==> src/rtl/serial_regs_pkg.sv <==
package serial_regs_pkg;
  localparam int CH_NUM   = 4;
  localparam int CH_IDX_W = $clog2(CH_NUM);

  typedef enum logic [3:0] {
    RD_NONE, RD_STATUS, RD_MASK, RD_OPTS, RD_RESP,
    RD_TXS, RD_TXE, RD_RXS, RD_RXE
  } rdSel_e;

  typedef struct packed {
    logic [CH_NUM-1:0]   wrTxStart;
    logic [CH_NUM-1:0]   wrTxEnd;
    logic [CH_NUM-1:0]   wrRxStart;
    logic [CH_NUM-1:0]   wrRxEnd;
    logic                wrMask;
    logic                wrOpts;
    logic                clrStatus;
    logic                chanOn;
    logic                chanOff;
    logic [CH_IDX_W-1:0] cmdChan;
    logic                rdEn;
    rdSel_e              rdSel;
    logic [CH_IDX_W-1:0] rdChan;
  } strobe_t;
endpackage

==> src/rtl/serial_regs_ctl.sv <==
module serial_regs_ctl
  import serial_regs_pkg::*;
#(
  parameter int ADDR_W = 14,
  parameter int DATA_W = 32
) (
  input  logic              mode,
  input  logic              busSel,
  input  logic              busWr,
  input  logic [ADDR_W-1:0] busAddr,
  input  logic [DATA_W-1:0] busWdata,
  output strobe_t           st
);
  localparam int WIN_W = ADDR_W - 8;
  localparam logic [ADDR_W-1:0] A_STATUS = ADDR_W'('h0000);
  localparam logic [ADDR_W-1:0] A_MASK   = ADDR_W'('h0014);
  localparam logic [ADDR_W-1:0] A_OPTS   = ADDR_W'('h2C00);
  localparam logic [ADDR_W-1:0] A_CMD    = ADDR_W'('h2C24);
  localparam logic [ADDR_W-1:0] A_RESP   = ADDR_W'('h2C2C);

  logic             isWr, isRd, chanHit;
  logic [WIN_W-1:0] winSel;
  logic [CH_IDX_W-1:0] chanIdx;
  logic [7:0]       winOff, opCode;
  logic             opEnable, opDisable;

  assign isWr    = busSel && busWr;
  assign isRd    = busSel && !busWr;
  assign winSel  = busAddr[ADDR_W-1:8];
  assign winOff  = busAddr[7:0];
  assign chanHit = (winSel >= WIN_W'(1)) && (winSel <= WIN_W'(CH_NUM));
  assign chanIdx = CH_IDX_W'(winSel - WIN_W'(1));
  assign opCode  = busWdata[19:12];

  // opcode dialect chosen by mode
  always_comb begin
    opEnable  = (opCode == 8'h00);
    opDisable = 1'b0;
    if (mode) opDisable = (opCode == 8'h50) || (opCode == 8'h30);
    else      opDisable = (opCode == 8'h10);
  end

  always_comb begin
    st        = '0;
    st.rdSel  = RD_NONE;
    st.rdEn   = isRd;
    st.rdChan = chanIdx;
    st.cmdChan = busWdata[CH_IDX_W-1:0];
    if (chanHit) begin
      unique case (winOff)
        8'h80: begin st.rdSel = RD_TXS; st.wrTxStart[chanIdx] = isWr; end
        8'h84: begin st.rdSel = RD_TXE; st.wrTxEnd[chanIdx]   = isWr; end
        8'h88: begin st.rdSel = RD_RXS; st.wrRxStart[chanIdx] = isWr; end
        8'h8C: begin st.rdSel = RD_RXE; st.wrRxEnd[chanIdx]   = isWr; end
        default: st.rdSel = RD_NONE;
      endcase
    end else begin
      unique case (busAddr)
        A_STATUS: begin st.rdSel = RD_STATUS; st.clrStatus = isWr; end
        A_MASK:   begin st.rdSel = RD_MASK;   st.wrMask    = isWr; end
        A_OPTS:   begin st.rdSel = RD_OPTS;   st.wrOpts    = isWr; end
        A_RESP:   st.rdSel = RD_RESP;
        A_CMD: begin
          st.chanOn  = isWr && opEnable;
          st.chanOff = isWr && opDisable;
        end
        default: st.rdSel = RD_NONE;
      endcase
    end
  end
endmodule

==> src/rtl/serial_regs_dp.sv <==
module serial_regs_dp
  import serial_regs_pkg::*;
#(
  parameter int DATA_W = 32
) (
  input  logic                     clk,
  input  logic                     rstN,
  input  strobe_t                  st,
  input  logic [DATA_W-1:0]        busWdata,
  input  logic [CH_NUM-1:0]        txEvent,
  input  logic [CH_NUM-1:0]        rxEvent,
  output logic [CH_NUM*DATA_W-1:0] txRingStart,
  output logic [CH_NUM*DATA_W-1:0] txRingEnd,
  output logic [CH_NUM*DATA_W-1:0] rxRingStart,
  output logic [CH_NUM*DATA_W-1:0] rxRingEnd,
  output logic [CH_NUM-1:0]        txCurLoad,
  output logic [CH_NUM-1:0]        rxCurLoad,
  output logic [2*CH_NUM-1:0]      chanEnMask,
  output logic [CH_NUM-1:0]        chanActive,
  output logic                     irq,
  output logic [DATA_W-1:0]        busRdata
);
  localparam int MASK_W = 2 * CH_NUM;
  localparam logic [DATA_W-1:0] RESP_WORD = DATA_W'('hFFFF);

  logic [DATA_W-1:0] txS [CH_NUM];
  logic [DATA_W-1:0] txE [CH_NUM];
  logic [DATA_W-1:0] rxS [CH_NUM];
  logic [DATA_W-1:0] rxE [CH_NUM];
  logic [CH_NUM-1:0] txPend, rxPend, txVis, rxVis;
  logic [MASK_W-1:0] maskReg;
  logic [DATA_W-1:0] optsReg, rdMux;

  for (genvar i = 0; i < CH_NUM; i++) begin : g_chan
    always_ff @(posedge clk) begin
      if (!rstN) begin
        txS[i] <= '0; txE[i] <= '0; rxS[i] <= '0; rxE[i] <= '0;
        txCurLoad[i] <= 1'b0; rxCurLoad[i] <= 1'b0;
        txPend[i] <= 1'b0; rxPend[i] <= 1'b0;
      end else begin
        if (st.wrTxStart[i]) txS[i] <= busWdata;
        if (st.wrTxEnd[i])   txE[i] <= busWdata;
        if (st.wrRxStart[i]) rxS[i] <= busWdata;
        if (st.wrRxEnd[i])   rxE[i] <= busWdata;
        txCurLoad[i] <= st.wrTxStart[i];
        rxCurLoad[i] <= st.wrRxStart[i];
        if (txEvent[i])        txPend[i] <= 1'b1;
        else if (st.clrStatus) txPend[i] <= 1'b0;
        if (rxEvent[i])        rxPend[i] <= 1'b1;
        else if (st.clrStatus) rxPend[i] <= 1'b0;
      end
    end
    assign txVis[i] = txPend[i] && maskReg[2*i];
    assign rxVis[i] = rxPend[i] && maskReg[2*i+1];
    assign txRingStart[i*DATA_W +: DATA_W] = txS[i];
    assign txRingEnd[i*DATA_W +: DATA_W]   = txE[i];
    assign rxRingStart[i*DATA_W +: DATA_W] = rxS[i];
    assign rxRingEnd[i*DATA_W +: DATA_W]   = rxE[i];
  end

  always_ff @(posedge clk) begin
    if (!rstN) begin
      maskReg    <= '0;
      optsReg    <= '0;
      chanActive <= '0;
    end else begin
      if (st.wrMask)  maskReg <= busWdata[MASK_W-1:0];
      if (st.wrOpts)  optsReg <= busWdata;
      if (st.chanOn)  chanActive[st.cmdChan] <= 1'b1;
      if (st.chanOff) chanActive[st.cmdChan] <= 1'b0;
    end
  end

  always_comb begin
    unique case (st.rdSel)
      RD_STATUS: rdMux = DATA_W'({rxVis, txVis});
      RD_MASK:   rdMux = DATA_W'(maskReg);
      RD_OPTS:   rdMux = optsReg;
      RD_RESP:   rdMux = RESP_WORD;
      RD_TXS:    rdMux = txS[st.rdChan];
      RD_TXE:    rdMux = txE[st.rdChan];
      RD_RXS:    rdMux = rxS[st.rdChan];
      RD_RXE:    rdMux = rxE[st.rdChan];
      default:   rdMux = '0;
    endcase
  end

  always_ff @(posedge clk) begin
    if (!rstN)        busRdata <= '0;
    else if (st.rdEn) busRdata <= rdMux;
  end

  assign chanEnMask = maskReg;
  assign irq        = |{rxVis, txVis};
endmodule

==> src/rtl/serial_ctl_regs.sv <==
module serial_ctl_regs
  import serial_regs_pkg::*;
#(
  parameter int ADDR_W = 14,
  parameter int DATA_W = 32
) (
  input  logic                     clk,
  input  logic                     rstN,
  input  logic                     mode,
  input  logic                     busSel,
  input  logic                     busWr,
  input  logic [ADDR_W-1:0]        busAddr,
  input  logic [DATA_W-1:0]        busWdata,
  output logic [DATA_W-1:0]        busRdata,
  input  logic [CH_NUM-1:0]        txEvent,
  input  logic [CH_NUM-1:0]        rxEvent,
  output logic [CH_NUM*DATA_W-1:0] txRingStart,
  output logic [CH_NUM*DATA_W-1:0] txRingEnd,
  output logic [CH_NUM*DATA_W-1:0] rxRingStart,
  output logic [CH_NUM*DATA_W-1:0] rxRingEnd,
  output logic [CH_NUM-1:0]        txCurLoad,
  output logic [CH_NUM-1:0]        rxCurLoad,
  output logic [2*CH_NUM-1:0]      chanEnMask,
  output logic [CH_NUM-1:0]        chanActive,
  output logic                     irq
);
  strobe_t st;

  serial_regs_ctl #(.ADDR_W(ADDR_W), .DATA_W(DATA_W)) u_ctl (
    .mode(mode), .busSel(busSel), .busWr(busWr),
    .busAddr(busAddr), .busWdata(busWdata), .st(st)
  );

  serial_regs_dp #(.DATA_W(DATA_W)) u_dp (
    .clk(clk), .rstN(rstN), .st(st), .busWdata(busWdata),
    .txEvent(txEvent), .rxEvent(rxEvent),
    .txRingStart(txRingStart), .txRingEnd(txRingEnd),
    .rxRingStart(rxRingStart), .rxRingEnd(rxRingEnd),
    .txCurLoad(txCurLoad), .rxCurLoad(rxCurLoad),
    .chanEnMask(chanEnMask), .chanActive(chanActive),
    .irq(irq), .busRdata(busRdata)
  );
endmodule

==> config.mk <==
export PLATFORM = sky130hd
export DESIGN_NAME = serial_ctl_regs
export DESIGN_NICKNAME = d
export VERILOG_FILES = /design/src/rtl/serial_regs_pkg.sv /design/src/rtl/serial_regs_ctl.sv /design/src/rtl/serial_regs_dp.sv /design/src/rtl/serial_ctl_regs.sv
export SDC_FILE = /design/constraint.sdc
export NUM_CORES = 1
export LEC_CHECK = 0
export BUFFER_PORTS_ARGS = -buffer_cell sky130_fd_sc_hd__buf_4
export CORE_MARGIN = 2
export CORE_UTILIZATION = 49
export CTS_CLUSTER_SIZE = 25
export DETAILED_ROUTE_END_ITERATION = 12
export GPL_TIMING_DRIVEN = 0
export PLACE_DENSITY = 0.76
export SETUP_SLACK_MARGIN = 0.5
export SLEW_MARGIN = 25
export SYNTH_ARGS = -nofsm -noshare
export SYNTH_HDL_FRONTEND = slang
export SYNTH_SLANG_ARGS = --single-unit
==> constraint.sdc <==
create_clock -name clk -period 5.35 [get_ports clk]
set_input_delay 0.535 -clock clk [delete_from_list [all_inputs] [get_ports clk]]
set_output_delay 0.535 -clock clk [all_outputs]
set_load 0.01 [all_outputs]
==> metrics.md, run 1 <==
| Metric | Value |
|---|---|
| DP HPWL | `88200 um` |
| Status | `finished, final reports clean` |
| Die area | `57800 um2` |
| Most Frequent Cell on Critical Path | `clkbuf_1` |
| FP Rows | `86` |
| Clk slew on worst S/H paths | `60 ps` |
| Post-synth top area share | `56.2%` |
| Crit-path max FO | `10` |
| Die Ht | `240 um` |
| Rel. slew slack | `24.5%` |
| Fmax | `207 MHz` |
| Pwr dens | `312 nW/um2` |
| Static Leak | `13.7 nW` |
| Number of max-cap violations | `0` |
| Syn_nets | `2009` |
| Syn. warnings | `0` |
| Fin util | `65.7%` |
| Tot Pwr | `0.0113 W` |
| Final setup TNS | `0 ps` |
| Routed length per placed instance | `34.4 um` |
| TritonCTS Sinks | `604` |
| DRT Pass-1 Iters | `6` |
| Post-synth EDFFs | `512` |
| CP Capture Type | `flip-flop` |
| Tmin final | `4830 ps` |
| Initial antenna violation count | `4` |
| CTS tree | `built` |
| Peak supply drop | `327 uV` |
| Max Slew Vio Count | `0` |
| Pin count of the biggest net entering global routing | `33` |
| Hold Path Stages | `3` |
| Final worst slack | `525 ps` |
| # DRC | `0` |
| Count leader, synth | `and2_1` |
| Syn Inst Count | `1945` |
| Arr. time, crit path | `5290 ps` |
| Worst path required time | `5810 ps` |
| Synth Register Bits | `604` |
| Via count | `22100` |
| Critical path cell sequence | `buf_4 > clkbuf_1 > buf_2 > clkbuf_4 > buf_4 > inv_1 > ha_1 > or3b_1 > and3_1 > clkbuf_1 > nand3_1 > nor2_2 > clkbuf_1 > and2_1` |
| CP Launch Type | `input port` |
| IO Count | `624` |
| Post-Syn Area | `27400 um2` |
| Area growth syn-to-layout | `32.4%` |
| FILL cells | `4052` |
| Later-pin clock latency in the skew report | `630 ps` |
| Inserted Clock Buffers | `66` |
| Ys flop type | `edfxtp_1` |
| Worst Reg-to-Reg Cells | `4` |
| Synth top area cells | `edfxtp_1 (56%), and2_1 (12%), mux4_2 (11%), dfxtp_1 (6.7%), clkbuf_1 (2.0%)` |
| Buffers on Ports | `622` |
| Clock buffer depth | `3` |
| Hold buffers post-CTS | `0` |
| Worst-Margin Slew | `1100 ps` |
| Synth async-reset ratio | `0%` |
| Commonest cells post-synth | `and2_1 (520), edfxtp_1 (512), clkbuf_1 (143)` |
| Final ANT Viol Nets | `0` |
| Global route total overflow | `0` |
| Post-synth cell types | `62` |
| Vias per inst | `6.35` |
| Clock Skew | `33.5 ps` |
| Clock Tree Root | `clkbuf_16` |
| Worst slack at placement | `-732 ps` |
| Share of cells above drive strength 1 | `36.3%` |
| First-pass GRT wire length | `162000 um` |
| CP Class | `input port to flip-flop` |
| Cell with the largest stage delay on the worst path | `nand3_1` |
| Starting DRT DRC Count | `3197` |
| Critical path's largest stage delay | `580 ps` |
| RSZ-0062 raised after global routing | `yes` |
| Final worst path period share | `90.2%` |
| Post-Route WL | `120000 um` |
| Final GP Congestion | `0.956` |
| Final net count | `2740` |
| H-tree levels | `3` |
| Core area | `55200 um2` |
| Setup violators final | `0` |
| Final hold vios | `0` |
| Hold Crit Class | `input port to flip-flop` |
| Area leader, netlist | `edfxtp_1` |
| Global Route Usage Sum | `40.8%` |
| DIE WIDTH | `240 um` |
| Mean Syn Cell Area | `14.1 um2` |
| Number of global-route vias before repair | `21500` |
| Initial Util | `49.6%` |
| Post-synthesis sequential area ratio | `62.9%` |
| Min Hold Slack | `115 ps` |
-- cell families (layout without fill, tap and decap cells) --
group           Yosys count  in the layout  share of synthesized area, %
flops                   604            604                          62.9
simple gates            781            781                          17.1
buf+inv                 213            997                          3.06
fa+ha+maj                 5              5                         0.229
xor+xnor                  1              1                        0.0320
other cells               0              3                             0
mux                     136            136                          10.8
compound gates          205            205                          5.84
-- path summary, 6_finish.rpt --
check                                                      to  slack, ps                          from
worst max-delay path            u_dp.txE[1][10]$_SDFFCE_PN0P_        520                    busAddr[8]
worst min register to register   u_dp.optsReg[3]$_SDFFE_PN0P_        450  u_dp.optsReg[3]$_SDFFE_PN0P_
worst max register to register  u_dp.busRdata[1]$_SDFFE_PN0P_       2940  u_dp.rxS[2][1]$_SDFFCE_PN0P_
worst min-delay path              u_dp.txPend[2]$_SDFFE_PN0P_        120                    txEvent[2]
-- through the flow --
stage	area, um2	cells
2_1_floorplan	27400	1945
3_3_place_gp	33000	3315
3_5_place_dp	33900	3345
4_1_cts	36100	3469
5_1_grt	36200	3479
6_report	36200	3480
-- cell type report --
type | instances | area [um2] | area share, %
Antenna cell | 3 | 7.51 | 0.0207
Buffer | 161 | 694 | 1.92
Clock buffer | 96 | 1840 | 5.07
Clock inverter | 25 | 267 | 0.735
Inverter | 52 | 195 | 0.539
Multi-Input combinational cell | 1128 | 9530 | 26.3
Sequential cell | 604 | 17200 | 47.5
Tap cell | 748 | 936 | 2.58
Timing Repair Buffer | 663 | 5560 | 15.3
-- repair_timing --
action,4_1_cts,5_1_grt
endpoints found under the setup margin,543,365
resized for setup,33,21
setup buffers,3,8
-- registers in the layout, indices dropped and copies added (netlist names) --
register	count
u_dp.rxE	128
u_dp.rxS	128
u_dp.txE	128
u_dp.txS	128
u_dp.busRdata	32
u_dp.optsReg	32
u_dp.chanEnMask	8
u_dp.chanActive	4
u_dp.rxCurLoad	4
u_dp.rxPend	4
u_dp.txCurLoad	4
u_dp.txPend	4
-- cells in the final DEF (no fill, tap or decap), drive strengths merged, types with 10 or more instances in the layout --
cell type,synthesis,layout
buf,18,680
nor2,37,37
a211oi,31,31
dfxtp,92,92
clkbuf,143,240
inv,52,52
o21ai,14,14
a21boi,16,16
nand2,102,102
mux4,128,128
a22oi,35,35
edfxtp,512,512
nand3,14,14
clkinv,0,19
nor3,10,10
nor3b,51,51
and2,520,520
a21oi,43,43
o32ai,23,23
-- where the power goes --
part,internal (W),switching [W],leakage (nW)
clock,0.00260,0.00194,1.01
sequential,0.00530,0.000155,5.60
combinational,0.000566,0.000751,7.03
-- critical path, delay by kind of cell --
family | cells | cell delay (ps)
buffers and inverters | 8 | 2750
adder cells (fa/ha/maj) | 1 | 240
AND/OR/NAND/NOR | 5 | 1760
-- routing by layer --
metal	track usage [%]	vias up	part of all wire [%]
met1	51.0	11000	34
met3	14.1	419	14
met5	0	-	0
met4	20.8	0	5.9
met2	63.3	1999	46
li1	-	8658	-
Note: power is estimated with default switching activity, not from simulation.
==> run 2, diff against run 1 <==
==> constraint.sdc (replaced) <==
create_clock -name clk -period 5.35 [get_ports clk]
set_input_delay 0 -clock clk [delete_from_list [all_inputs] [get_ports clk]]
set_output_delay 0 -clock clk [all_outputs]
set_load 0.01 [all_outputs]
==> run 2 against run 1 <==
First-iteration DRC count decreased by 10%. Critical path type unchanged. Via count is 0.49% lower. Maximum frequency decreased by 1.6%. Critical endpoint is now u_dp.txE[1][12]$_SDFFCE_PN0P_. Setup slack got worse by 78 ps. Clock-buffer cell count shrank 7. Global-route usage up 0.85 points. Flip-flop and latch count unchanged. Total power is 0.98% lower. Register-to-register slack got worse by 190 ps.
==> metrics.md, run 2 (same netlist as run 1, synthesis figures left out) <==
| Metric | Value |
|---|---|
| Status | `finished, final reports clean` |
| First-pass GRT wire length | `165000 um` |
| Crit-path max FO | `10` |
| Global Route Usage Sum | `41.7%` |
| Clock Skew | `26.5 ps` |
| Max Slew Vio Count | `0` |
| Fmax | `204 MHz` |
| Tmin final | `4900 ps` |
| Fin cells | `3513` |
| Initial Util | `49.6%` |
| Number of global-route vias before repair | `21900` |
| Worst-Margin Slew | `1280 ps` |
| Clk slew on worst S/H paths | `60 ps` |
| Commonest non-fill, non-tap cell in the layout | `buf_4` |
| Die area | `57800 um2` |
| IO Count | `624` |
| DRT Pass-1 Iters | `7` |
| Peak supply drop | `368 uV` |
| RSZ-0062 raised after global routing | `yes` |
| Final ANT Viol Nets | `0` |
| DP HPWL | `88500 um` |
| Static Leak | `13.7 nW` |
| TritonCTS Sinks | `604` |
| CP Launch Type | `input port` |
| H-tree levels | `3` |
| Area growth syn-to-layout | `33.0%` |
| Post-Route WL | `121000 um` |
| Final hold vios | `0` |
| Worst r2r src | `u_dp.txE[0][1]$_SDFFCE_PN0P_` |
| Vias per inst | `6.26` |
| Final worst path period share | `91.7%` |
| Setup violators final | `0` |
| FP Rows | `86` |
| Later-pin clock latency in the skew report | `640 ps` |
| Final GP Congestion | `0.933` |
| Core area | `55200 um2` |
| # DRC | `0` |
| Initial antenna violation count | `1` |
| Number of max-cap violations | `0` |
| Pin count of the biggest net entering global routing | `33` |
| Share of cells above drive strength 1 | `34.7%` |
| Setup Buffers After CTS | `0` |
| Worst path required time | `5830 ps` |
| CP Class | `input port to flip-flop` |
| Via count | `22000` |
| Global route total overflow | `0` |
| Commonest cells after routing, fill and taps aside | `buf_4 (622), and2_1 (520), edfxtp_1 (512)` |
| Routed length per placed instance | `34.5 um` |
| Rel. slew slack | `12.6%` |
| DIE WIDTH | `240 um` |
| Hold Crit Class | `input port to flip-flop` |
| Clock Tree Root | `clkbuf_16` |
| Worst Setup SP | `busAddr[8]` |
| Inserted Clock Buffers | `66` |
| Final net count | `2771` |
| Clock buffer depth | `3` |
| CP Capture Type | `flip-flop` |
| Arr. time, crit path | `5380 ps` |
| Hold wc startpoint | `busAddr[5]` |
| CTS tree | `built` |
| Buffers on Ports | `622` |
| Starting DRT DRC Count | `2876` |
| Pwr dens | `308 nW/um2` |
| Placed Cells | `3344` |
| Fin util | `65.9%` |
| Die Ht | `240 um` |
## run 2: cell count changes in the layout (fill, tap and decap cells not counted), sizes merged
cell	previous run	this run
dlygate4sd3	0	43
inv	52	58
clkinvlp	2	1
clkinv	19	22
diode	3	5
bufinv	4	3
buf	680	670
clkbuf	240	231
## run 2: worst paths after layout
| kind | to | slack, ps | cells past startpoint |
|---|---|---|---|
| worst min-delay path | u_dp.rxE[0][0]$_SDFFCE_PN0P_ | 40 | 4 |
| worst max-delay path | u_dp.txE[1][12]$_SDFFCE_PN0P_ | 450 | 14 |
| worst max register to register | u_dp.busRdata[1]$_SDFFE_PN0P_ | 2750 | 4 |
| worst min register to register | u_dp.optsReg[18]$_SDFFE_PN0P_ | 460 | 2 |
## run 2: report_power, final
part	total [W]	internal [W]	switching (W)
combinational	0.00134	0.000575	0.000765
clock	0.00441	0.00248	0.00193
sequential	0.00545	0.00530	0.000146
total	0.0112	0.00836	0.00284
## run 2: layout make-up
type | count | area [um2]
Fill cell | 4076 | 18800
Sequential cell | 604 | 17200
Multi-Input combinational cell | 1128 | 9520
Timing Repair Buffer | 694 | 5820
Clock buffer | 89 | 1770
Tap cell | 748 | 936
Buffer | 161 | 668
Clock inverter | 32 | 260
Inverter | 52 | 195
Antenna cell | 5 | 12.5
## run 2: layer usage
layer,track usage [%],part of all wire [%]
met2,65.5,46
met1,51.2,34
met4,21.7,6.3
met3,14.1,13
met5,0,0.011
## run 2: timing repair
action                                 CTS  global route
gates resized for setup                  1            37
setup endpoints to repair               10           286
endpoints found under the hold margin  218             0
hold buffers                            43             0
## run 2: metrics by stage
| step | TNS (ps) | instance area (um2) | worst slack, ps | hold slack, ps | power [W] |
|---|---|---|---|---|---|
| after floorplan | 0 | 27400 | 292 | 117 | 0.00600 |
| after global placement | -1560420 | 33000 | -4580 | 213 | 0.00676 |
| after detailed placement | -3820 | 33900 | -304 | 219 | 0.00682 |
| after CTS | 0 | 36400 | 519 | 1.11 | 0.0112 |
| after global routing | 0 | 36400 | 269 | 53.8 | 0.0114 |
| final | 0 | 36400 | 447 | 44.5 | 0.0112 |
## run 2: critical path: stages
cell and delay (ps):
buf_4 110, clkbuf_1 120, buf_2 480, buf_2 540
buf_2 540, inv_1 230, ha_1 250, or3b_1 250
and3_1 170, clkbuf_1 460, nand3_1 500, nor2_1 750
clkbuf_1 740, and2_1 230
